`config.mk`:
```
export PLATFORM = sky130hd
export DESIGN_NAME = cbuf_agu
export DESIGN_NICKNAME = d
export VERILOG_FILES = /design/src/rtl/cbuf_pkg.sv /design/src/rtl/cbuf_addr_gen.sv /design/src/rtl/cbuf_regs.sv /design/src/rtl/cbuf_agu.sv
export SDC_FILE = /design/constraint.sdc
export NUM_CORES = 2
export LEC_CHECK = 0
export BUFFER_PORTS_ARGS = -buffer_cell sky130_fd_sc_hd__buf_2
export CAP_MARGIN = 20
export CORE_MARGIN = 2
export CORE_UTILIZATION = 50
export DETAILED_ROUTE_END_ITERATION = 6
export PLACE_DENSITY = 0.66
export SLEW_MARGIN = 15
export SYNTH_ARGS = -nofsm -noshare
export SYNTH_HDL_FRONTEND = slang
export SYNTH_SLANG_ARGS = --single-unit
```
`constraint.sdc`:
```
create_clock -name clk -period 16.7 [get_ports clk]
set_input_delay 3.34 -clock clk [delete_from_list [all_inputs] [get_ports clk]]
set_output_delay 3.34 -clock clk [all_outputs]
set_load 0.02 [all_outputs]
```
`src/rtl/cbuf_pkg.sv`:
```
package cbuf_pkg;
  localparam int unsigned AW = 32;

  typedef enum logic [2:0] {
    AM_PLAIN  = 3'd0,
    AM_UP     = 3'd1,
    AM_DOWN   = 3'd2,
    AM_IMM    = 3'd3,
    AM_OFFSET = 3'd4,
    AM_RCARRY = 3'd5
  } amode_e;

  typedef enum logic [1:0] {
    RK_INDEX = 2'd0,
    RK_LEN   = 2'd1,
    RK_BASE  = 2'd2,
    RK_STEP  = 2'd3
  } rkind_e;

  typedef struct packed {
    logic [AW-1:0] val;
    logic          hi;
    logic          lo;
  } step_t;

  function automatic logic [AW-1:0] flip(input logic [AW-1:0] x);
    logic [AW-1:0] r;
    for (int k = 0; k < AW; k++) r[k] = x[AW-1-k];
    return r;
  endfunction

  // addition whose carry travels toward the least significant bit
  function automatic logic [AW-1:0] rcarry_add(input logic [AW-1:0] a, input logic [AW-1:0] b);
    return flip(flip(a) + flip(b));
  endfunction

  // signed post-modify confined to [base, base+len) when len is nonzero
  function automatic step_t circ_step(input logic [AW-1:0] idx, input logic [AW-1:0] delta,
                                      input logic [AW-1:0] base, input logic [AW-1:0] len);
    step_t         s;
    logic [AW-1:0] off;
    logic [AW-1:0] mag;
    s.val = idx + delta;
    s.hi  = 1'b0;
    s.lo  = 1'b0;
    if (len != '0) begin
      off = idx - base;
      if (delta[AW-1]) begin
        mag = -delta;
        if (off < mag) begin
          s.val = s.val + len;
          s.lo  = 1'b1;
        end
      end else if (off + delta >= len) begin
        s.val = s.val - len;
        s.hi  = 1'b1;
      end
    end
    return s;
  endfunction
endpackage

```
`src/rtl/cbuf_addr_gen.sv`:
```
module cbuf_addr_gen
  import cbuf_pkg::*;
(
  input  logic          en,
  input  logic [2:0]    mode,
  input  logic [AW-1:0] imm,
  input  logic [AW-1:0] ival,
  input  logic [AW-1:0] lval,
  input  logic [AW-1:0] bval,
  input  logic [AW-1:0] mval,
  output logic [AW-1:0] addr,
  output logic          upd,
  output logic [AW-1:0] nxt,
  output logic          wrap_hi,
  output logic          wrap_lo
);
  step_t st;

  always_comb begin
    addr = ival;
    upd  = 1'b0;
    st   = '{val: ival, hi: 1'b0, lo: 1'b0};
    unique case (amode_e'(mode))
      AM_UP:     begin st = circ_step(ival, mval, bval, lval);  upd = en; end
      AM_DOWN:   begin st = circ_step(ival, -mval, bval, lval); upd = en; end
      AM_IMM:    begin st = circ_step(ival, imm, bval, lval);   upd = en; end
      AM_RCARRY: begin st.val = rcarry_add(ival, mval);         upd = en; end
      AM_OFFSET: addr = ival + mval;
      default:   ;
    endcase
    nxt     = st.val;
    wrap_hi = en & st.hi;
    wrap_lo = en & st.lo;
  end
endmodule

```
`src/rtl/cbuf_regs.sv`:
```
module cbuf_regs
  import cbuf_pkg::*;
#(
  parameter int unsigned NSETS = 4,
  parameter int unsigned NGEN  = 2,
  localparam int unsigned SETW = $clog2(NSETS)
) (
  input  logic                       clk,
  input  logic                       rst_n,
  input  logic                       wr_en,
  input  logic [1:0]                 wr_kind,
  input  logic [SETW-1:0]            wr_set,
  input  logic [AW-1:0]              wr_data,
  input  logic [NGEN-1:0]            upd,
  input  logic [NGEN-1:0][SETW-1:0]  upd_set,
  input  logic [NGEN-1:0][AW-1:0]    upd_val,
  output logic [NSETS-1:0][AW-1:0]   ireg,
  output logic [NSETS-1:0][AW-1:0]   lreg,
  output logic [NSETS-1:0][AW-1:0]   breg,
  output logic [NSETS-1:0][AW-1:0]   mreg
);
  for (genvar s = 0; s < NSETS; s++) begin : g_set
    logic          hit;
    logic [AW-1:0] pick;
    logic          wsel;

    assign wsel = wr_en && (wr_set == SETW'(s));

    // lowest-numbered port is visited last, so it wins
    always_comb begin
      hit  = 1'b0;
      pick = ireg[s];
      for (int g = NGEN - 1; g >= 0; g--) begin
        if (upd[g] && upd_set[g] == SETW'(s)) begin
          hit  = 1'b1;
          pick = upd_val[g];
        end
      end
    end

    always_ff @(posedge clk or negedge rst_n) begin
      if (!rst_n) begin
        ireg[s] <= '0;
        lreg[s] <= '0;
        breg[s] <= '0;
        mreg[s] <= '0;
      end else begin
        if (wsel && wr_kind == RK_INDEX) ireg[s] <= wr_data;
        else if (hit)                    ireg[s] <= pick;
        if (wsel && wr_kind == RK_LEN)   lreg[s] <= wr_data;
        if (wsel && wr_kind == RK_BASE)  breg[s] <= wr_data;
        if (wsel && wr_kind == RK_STEP)  mreg[s] <= wr_data;
      end
    end
  end
endmodule

```
`src/rtl/cbuf_agu.sv`:
```
module cbuf_agu
  import cbuf_pkg::*;
#(
  parameter int unsigned NSETS = 4,
  parameter int unsigned NGEN  = 2,
  localparam int unsigned SETW = $clog2(NSETS)
) (
  input  logic                      clk,
  input  logic                      rst_n,
  input  logic                      wr_en,
  input  logic [1:0]                wr_kind,
  input  logic [SETW-1:0]           wr_set,
  input  logic [AW-1:0]             wr_data,
  input  logic [NGEN-1:0]           acc_en,
  input  logic [NGEN-1:0][SETW-1:0] acc_set,
  input  logic [NGEN-1:0][2:0]      acc_mode,
  input  logic [NGEN-1:0][AW-1:0]   acc_imm,
  output logic [NGEN-1:0][AW-1:0]   acc_addr
);
  logic [NSETS-1:0][AW-1:0] ireg, lreg, breg, mreg;
  logic [NGEN-1:0]          upd, wrap_hi, wrap_lo;
  logic [NGEN-1:0][AW-1:0]  nxt;

  cbuf_regs #(.NSETS(NSETS), .NGEN(NGEN)) u_regs (
    .clk, .rst_n, .wr_en, .wr_kind, .wr_set, .wr_data,
    .upd, .upd_set(acc_set), .upd_val(nxt),
    .ireg, .lreg, .breg, .mreg
  );

  for (genvar g = 0; g < NGEN; g++) begin : g_gen
    cbuf_addr_gen u_gen (
      .en(acc_en[g]), .mode(acc_mode[g]), .imm(acc_imm[g]),
      .ival(ireg[acc_set[g]]), .lval(lreg[acc_set[g]]),
      .bval(breg[acc_set[g]]), .mval(mreg[acc_set[g]]),
      .addr(acc_addr[g]), .upd(upd[g]), .nxt(nxt[g]),
      .wrap_hi(wrap_hi[g]), .wrap_lo(wrap_lo[g])
    );
  end

  // named events for the checks below
  logic same_set_clash;
  logic wr_idx0;
  logic p1_on_p0_set;
  assign same_set_clash = upd[0] && upd[1] && acc_set[0] == acc_set[1];
  assign wr_idx0        = wr_en && wr_kind == RK_INDEX && wr_set == acc_set[0];
  assign p1_on_p0_set   = upd[1] && acc_set[1] == acc_set[0];

  AST_ADDR_PRE_UPDATE: assert property (@(posedge clk) disable iff (!rst_n)
    acc_en[0] && acc_mode[0] != AM_OFFSET |-> acc_addr[0] == ireg[acc_set[0]]);
  AST_UP_STAYS_IN_WINDOW: assert property (@(posedge clk) disable iff (!rst_n)
    acc_en[0] && acc_mode[0] == AM_UP && lreg[acc_set[0]] != '0 &&
    (ireg[acc_set[0]] - breg[acc_set[0]]) < lreg[acc_set[0]] && mreg[acc_set[0]] < lreg[acc_set[0]]
    |-> (nxt[0] - breg[acc_set[0]]) < lreg[acc_set[0]]);
  AST_DOWN_STAYS_IN_WINDOW: assert property (@(posedge clk) disable iff (!rst_n)
    acc_en[0] && acc_mode[0] == AM_DOWN && lreg[acc_set[0]] != '0 &&
    (ireg[acc_set[0]] - breg[acc_set[0]]) < lreg[acc_set[0]] && mreg[acc_set[0]] < lreg[acc_set[0]]
    |-> (nxt[0] - breg[acc_set[0]]) < lreg[acc_set[0]]);
  AST_NO_WRAP_LINEAR: assert property (@(posedge clk) disable iff (!rst_n)
    acc_en[0] && lreg[acc_set[0]] == '0 |-> !wrap_hi[0] && !wrap_lo[0]);
  AST_OFFSET_KEEPS_INDEX: assert property (@(posedge clk) disable iff (!rst_n)
    acc_en[0] && acc_mode[0] == AM_OFFSET && !p1_on_p0_set && !wr_idx0
    |=> ireg[$past(acc_set[0])] == $past(ireg[acc_set[0]]));
  AST_PORT0_WINS: assert property (@(posedge clk) disable iff (!rst_n)
    same_set_clash && !wr_idx0 |=> ireg[$past(acc_set[0])] == $past(nxt[0]));
  AST_WRITE_WINS: assert property (@(posedge clk) disable iff (!rst_n)
    wr_en && wr_kind == RK_INDEX |=> ireg[$past(wr_set)] == $past(wr_data));
endmodule

```
# Yosys cells after proc, flatten, opt, wreduce, memory -nomap -nowiden
# Cells that the tools add are included.
totals:
  ff_bits: 512
  out_inout_bits: 64
  inputBits: 115
  elab_cells: 222
classes:
  add_sub_neg: 34
  n_eq_ne: 22
  n_mux: 88
  reduce_logical: 48
  n_lt_le_gt_ge: 14
ops:
  columns: ["op", "n"]
  rows:
  - ["32-bit two-way mux", 38]
  - ["32-bit adder", 20]
  - ["32-bit binary-select mux with 2-bit select", 8]
  - ["32-bit one-hot mux with 4 select lines", 2]
  - ["32-bit subtractor", 8]
  - ["34-bit two-way mux", 6]
  - ["33-bit two-way mux", 6]
  - ["32-bit greater-or-equal comparator", 6]
  - ["32-bit < comparator", 6]
  - ["32-bit negation", 6]
  - ["32-bit nonzero test", 2]
  - ["1-bit logical AND", 28]
  - ["1-bit two-way mux", 28]
  - ["2-bit == test, second input constant", 8]
  - ["3-bit by 2-bit == test with 1-bit output, second input constant", 4]
  - ["3-bit == test, second input constant", 4]
  - ["3-bit nonzero test", 4]
  - ["2-bit by 1-bit == test with 1-bit output, second input constant", 4]
  - ["2-bit logical NOT", 4]
  - ["2-bit AND reduction", 4]
  - ["2-bit nonzero test", 4]
  - ["4-bit OR reduction", 2]
  - ["3-bit by 1-bit == test with 1-bit output, second input constant", 2]
  - ["2-bit by 3-bit < comparator with 1-bit output, second input constant", 2]

# Longest topological paths before layout
depth:
  ltp_word: 13
  ltp_mapped: 52

# By module
# Synthesis repeated with hierarchy kept, for this count alone.
unflattened:
  cells_unflattened: 10557
  hier_area_um2: 87308.7
by_module_without_submodules:
  columns: ["module", "seq_area_each_um2", "n_inst", "cells_per_inst", "area_each_um2"]
  rows:
  - ["cbuf_addr_gen (g_gen[1].u_gen)", 0.0, 1, 4343, 30007.5]
  - ["cbuf_addr_gen (g_gen[0].u_gen)", 0.0, 1, 4311, 29554.6]
  - ["cbuf_regs", 12812.3, 1, 1591, 21583.2]
  - ["cbuf_agu", 0.0, 1, 312, 6163.4]

# Least setup slack after synthesis
# No wires, ideal clock.
synth_timing:
  path_type: "input to register"
  startpoint: "input port acc_set[0] in the netlist's numbering"
  endpoint: "register u_regs.ireg[70] in the netlist's numbering"
  setup_slack_ns: 2.149
  arrival_ns: 14.430
  setup_time_ns: 0.121
  stages: 49
  path_buffers: 11
  required_ns: 16.579
  cell_sequence: "buf_6 buf_6 buf_4 buf_2 buf_1 clkbuf_1 clkbuf_1 clkbuf_1 buf_1 mux4_2 inv_1 ha_1 a21oi_1 o21ai_0 or3b_2 o221a_2 o21ai_0 a21boi_0 (+13 left out) a21oi_1 xnor2_1 ha_1 a2111oi_0 o21ai_0 o21ai_0 o21ai_0 nor2_1 o2bb2ai_1 clkbuf_1 buf_1 a211oi_1 o221a_2 a211oi_1 o21ai_0 a211oi_1 nor2_1 o22a_1"
synth_via:
  elab_chain_cells: 12
synth_rtl:
  columns: ["element", "line_no", "source"]
  rows:
  - ["start: declaration", "cbuf_agu.sv:15", "input logic [NGEN-1:0][SETW-1:0] acc_set,"]
  - ["32-bit binary-select mux with 2-bit select, on equally long branches", "cbuf_agu.sv:34, cbuf_agu.sv:33", null]
  - ["32-bit two-way mux, on equally long branches", "cbuf_agu.sv:34, cbuf_agu.sv:33", null]
  - ["32-bit negation or 32-bit subtractor (tied branches)", "cbuf_pkg.sv:49, cbuf_addr_gen.sv:25, cbuf_pkg.sv:47", null]
  - ["32-bit adder, or another cell as far along", "cbuf_pkg.sv:43", "s.val = idx + delta;"]
  - ["32-bit subtractor, or another cell as far along", "cbuf_pkg.sv:55", "s.val = s.val - len;"]
  - ["33-bit two-way mux or 32-bit two-way mux (tied branches)", "cbuf_pkg.sv:54, cbuf_pkg.sv:50", null]
  - ["32-bit two-way mux", "cbuf_pkg.sv:48", "if (delta[AW-1]) begin"]
  - ["34-bit two-way mux", "cbuf_pkg.sv:46", "if (len != '0) begin"]
  - ["32-bit one-hot mux with 4 select lines", "cbuf_addr_gen.sv:23", "unique case (amode_e'(mode))"]
  - ["32-bit two-way mux", "cbuf_regs.sv:34", "if (upd[g] && upd_set[g] == SETW'(s)) begin"]
  - ["32-bit two-way mux", "cbuf_regs.sv:49", "else if (hit) ireg[s] <= pick;"]
  - ["32-bit two-way mux", "cbuf_regs.sv:48", "if (wsel && wr_kind == RK_INDEX) ireg[s] <= wr_data;"]
  - ["end signal: indexed assignment", "cbuf_regs.sv:48", null]
  - ["end signal: indexed assignment", "cbuf_regs.sv:49", null]
  - ["end: declaration", "cbuf_regs.sv:17", "output logic [NSETS-1:0][AW-1:0] ireg,"]
# Several ways; a longest one is shown, not always the timed one. The select of a mux whose other input is x is not followed.
# A chain may end at the register's enable or synchronous reset.

# Worst setup path in the final report
layout_timing:
  startpoint: "input port acc_set[2] in the netlist's numbering"
  endpoint: "register u_regs.ireg[83] in the netlist's numbering"
layout_via:
  elab_chain_cells: 13
layout_rtl:
  columns: ["element", "line_no"]
  rows:
  - ["32-bit binary-select mux with 2-bit select, on equally long branches", "cbuf_agu.sv:34, cbuf_agu.sv:33"]
  - ["32-bit two-way mux, on equally long branches", "cbuf_agu.sv:34, cbuf_agu.sv:33"]
  - ["32-bit negation or 32-bit subtractor (tied branches)", "cbuf_pkg.sv:49, cbuf_addr_gen.sv:25, cbuf_pkg.sv:47"]
  - ["32-bit adder, or another cell as far along", "cbuf_pkg.sv:43"]
  - ["32-bit subtractor, or another cell as far along", "cbuf_pkg.sv:55"]
  - ["33-bit two-way mux or 32-bit two-way mux (tied branches)", "cbuf_pkg.sv:54, cbuf_pkg.sv:50"]
  - ["32-bit two-way mux", "cbuf_pkg.sv:48"]
  - ["34-bit two-way mux", "cbuf_pkg.sv:46"]
  - ["32-bit one-hot mux with 4 select lines", "cbuf_addr_gen.sv:23"]
  - ["32-bit two-way mux (2 in series)", "cbuf_regs.sv:34"]
  - ["32-bit two-way mux", "cbuf_regs.sv:49"]
  - ["32-bit two-way mux", "cbuf_regs.sv:48"]
# Several ways; a longest one is shown, not always the timed one. The select of a mux whose other input is x is not followed.

==> results.md <==
* Outcome: complete, but fails checks
* Violated checks: design-rule violations
* Post-route clock period utilization at a little over nine tenths
* CTS tree: built
* Vias at 93056
* CP most frequent cell: o21ai_0
* Post-CTS setup buffers at 0
* Final ANT Viol Nets at 0
* Min Clock Period, post-route at 15990 ps
* Final wirelength at 454000 um
* Rows at between 150 and 200
* Final Hold Slack at between 500 and 600 ps
* Area grow syn2layout at 6.74%
* Initial core utilization at approximately half
* Core footprint at 171000 um2
* RSZ-0062 raised after global routing: false
* Most common cell after layout, fill and taps aside: ha_1
* Top FF cell, synth: dfrtp_1
* Area of the multi-input gates at roughly 70000 um2
* Post-DP HPWL at approximately 370000 um
* Root buffer cell: clkbuf_16
* First-pass DRT Iterations at 7
* Vias per cell at between 7 and 8
* Syn avg cell area at approximately 8 um2
* DR iter-0 viols at 14682
* Share of cells above drive strength 1 at between 10% and 20%
* Reg area at 12800 um2
* FMAX at approximately 0.063 GHz
* Cells on Worst Hold Path at 1
* Fin nets at between 10000 and 15000
* Total CTS buffers at 53
* Post-synthesis sequential area ratio at 14.9%
* Vias in the first global route at ~84000
* Tot GR Track Use at 49.7%
* Max cap viols at 0
* Final slew viol count at 0
* Maximum number of pins on one net before global-route repair at 167
* Asr flop ratio synth at 100%
* R2r setup slk at 3390 ps
* Die Height at roughly 420 um
* Fillcell total at between 15000 and 20000
* Fin. Hold Viols at 0
* Synthesized cell area at 86000 um2
* Die area at about 180000 um2
* Maximum root-to-sink buffer count at 3
* Post-synth EDFFs at 0
* Worst path required time at ~17000 ps
* Buffers on Ports at around 180
* Synthesized Nets at about 12000
* Count of state elements after synthesis at slightly above 500
* Slowest cell on the critical path: a2111oi_0
* First-pass GRT wire length at ~630000 um
* Max transition margin at between 7 and 8%
* I/O pin total at ~180
* Worst-path maximum fanout at 28
* Final setup viols at 0
* CP arrival at approximately 16000 ps
* Reg clk slew, reported paths at ~60 ps
* Grt total ovfl at 0
* Gate Count Post-Synth at between 10000 and 15000
* Clock sinks at roughly 500
* Hold Path Class: register to register
* GP Congestion at approximately 1.2
* Most frequent cells in the layout: ha_1 (1182), a21oi_1 (933), nor2_1 (902), xnor2_1 (624), nand2_1 (623)
* CTS Hold Bufs at 0
* Synth unique cells at 110
* Worst-margin pin slew at 1380 ps
* Fin Setup TNS at 0 ps
* CP startpoint kind: input pin
* Setup WS post-layout at about 710 ps
* Place WS at about 1000 ps
* YS warnings at 0
* Routed wire length per instance at about 36 um
* DRC viols at 5
* PostCTS Resize Cnt at 0
* Skew-Pair Late Insertion Delay at 630 ps
* CP Capture Type: register
* Initial antenna violation count at 42
* DIE WIDTH at 419 um
* Post-Route Utilization at a little over half
* Cells on worst reg2reg path at 40
* Max incr delay on CP at between 1000 and 1500 ps
* Skew final at between 20 and 25 ps
* H-tree Lvls at 2
* Worst Setup Path Type: input pin to register
[flip-flops by register name, summed over array words and instances (netlist names)]
signal / cells
u_regs.mreg: 128
u_regs.ireg: 128
u_regs.lreg: 128
u_regs.breg: 128
[Yosys cell counts (101+ instances only)]
cell	count	area share [%]
mux2_2	422	5.5
nor2_1	922	4.0
xor2_1	209	2.1
inv_1	577	2.5
a21oi_1	935	5.4
clkbuf_1	388	1.7
a21o_1	328	2.9
nand4_1	102	0.74
nand2b_1	119	0.87
o21ai_0	607	3.5
dfrtp_1	512	15
o22ai_1	101	0.73
o21a_1	152	1.3
a211oi_1	114	1.0
nand2_1	625	2.7
nand3_1	165	0.96
nor3_1	229	1.3
xnor2_1	629	6.4
nor2b_1	117	0.85
mux4_2	255	6.7
ha_1	1182	17
o21bai_1	150	1.3
or3_1	101	0.73
[through the flow]
stage               cell area (um2)  std cells
finish                        91800      12784
global placement              89900      12653
CTS                           91700      12751
detailed placement            90000      12657
global route                  91700      12758
floorplan                     86000      10479
[cell type report]
type                    count  area share (%)
clock buffers              77            1.66
diodes                     27          0.0736
clock inverters            17           0.191
inverters                 587            2.40
well taps                2233            3.04
flip-flops and latches    512            14.0
multi-input cells        8914            75.6
repair buffers            417            3.04
[path summary, 6_finish.rpt]
| kind | startpoint | end |
|---|---|---|
| max in group asynchronous | rst_n | u_regs.lreg[44] |
| setup / recovery | acc_set[2] | u_regs.ireg[83] |
| min in group asynchronous | rst_n | u_regs.mreg[28] |
| hold reg to reg | u_regs.breg[71] | u_regs.breg[71] |
| setup reg to reg | u_regs.ireg[96] | u_regs.ireg[83] |
| hold / removal | u_regs.breg[71] | u_regs.breg[71] |
[worst max-delay path: cells and delay by family]
| family | cells | cell delay [ps] |
|---|---|---|
| muxes | 1 | 720 |
| and+or+nand+nor | 9 | 2650 |
| adders and majority gates | 4 | 1360 |
| buffers and inverters | 6 | 1180 |
| xor gates and xnor gates | 2 | 270 |
| AOI/OAI and AO/OA | 19 | 6900 |
[kinds of logic after synthesis]
kind of cell	share of synthesized area (%)
adders and majority gates	17.8
xor gates and xnor gates	8.55
AOI/OAI and AO/OA	25.8
and+or+nand+nor	15.6
DFF	14.9
muxes	12.7
buffers and inverters	4.67
[layer usage]
| layer | track usage, % | up-vias | routed length [um] |
|---|---|---|---|
| met5 | 0.445 | - | 369 |
| met2 | 65.7 | 7267 | 171000 |
| met3 | 21.3 | 1624 | 71500 |
| met4 | 37.1 | 40 | 42200 |
| met1 | 63.3 | 44900 | 170000 |
| li1 | - | 39225 | - |
Power is not shown: default switching activity piles up to over one toggle a cycle in this logic, so the estimate is an artifact.
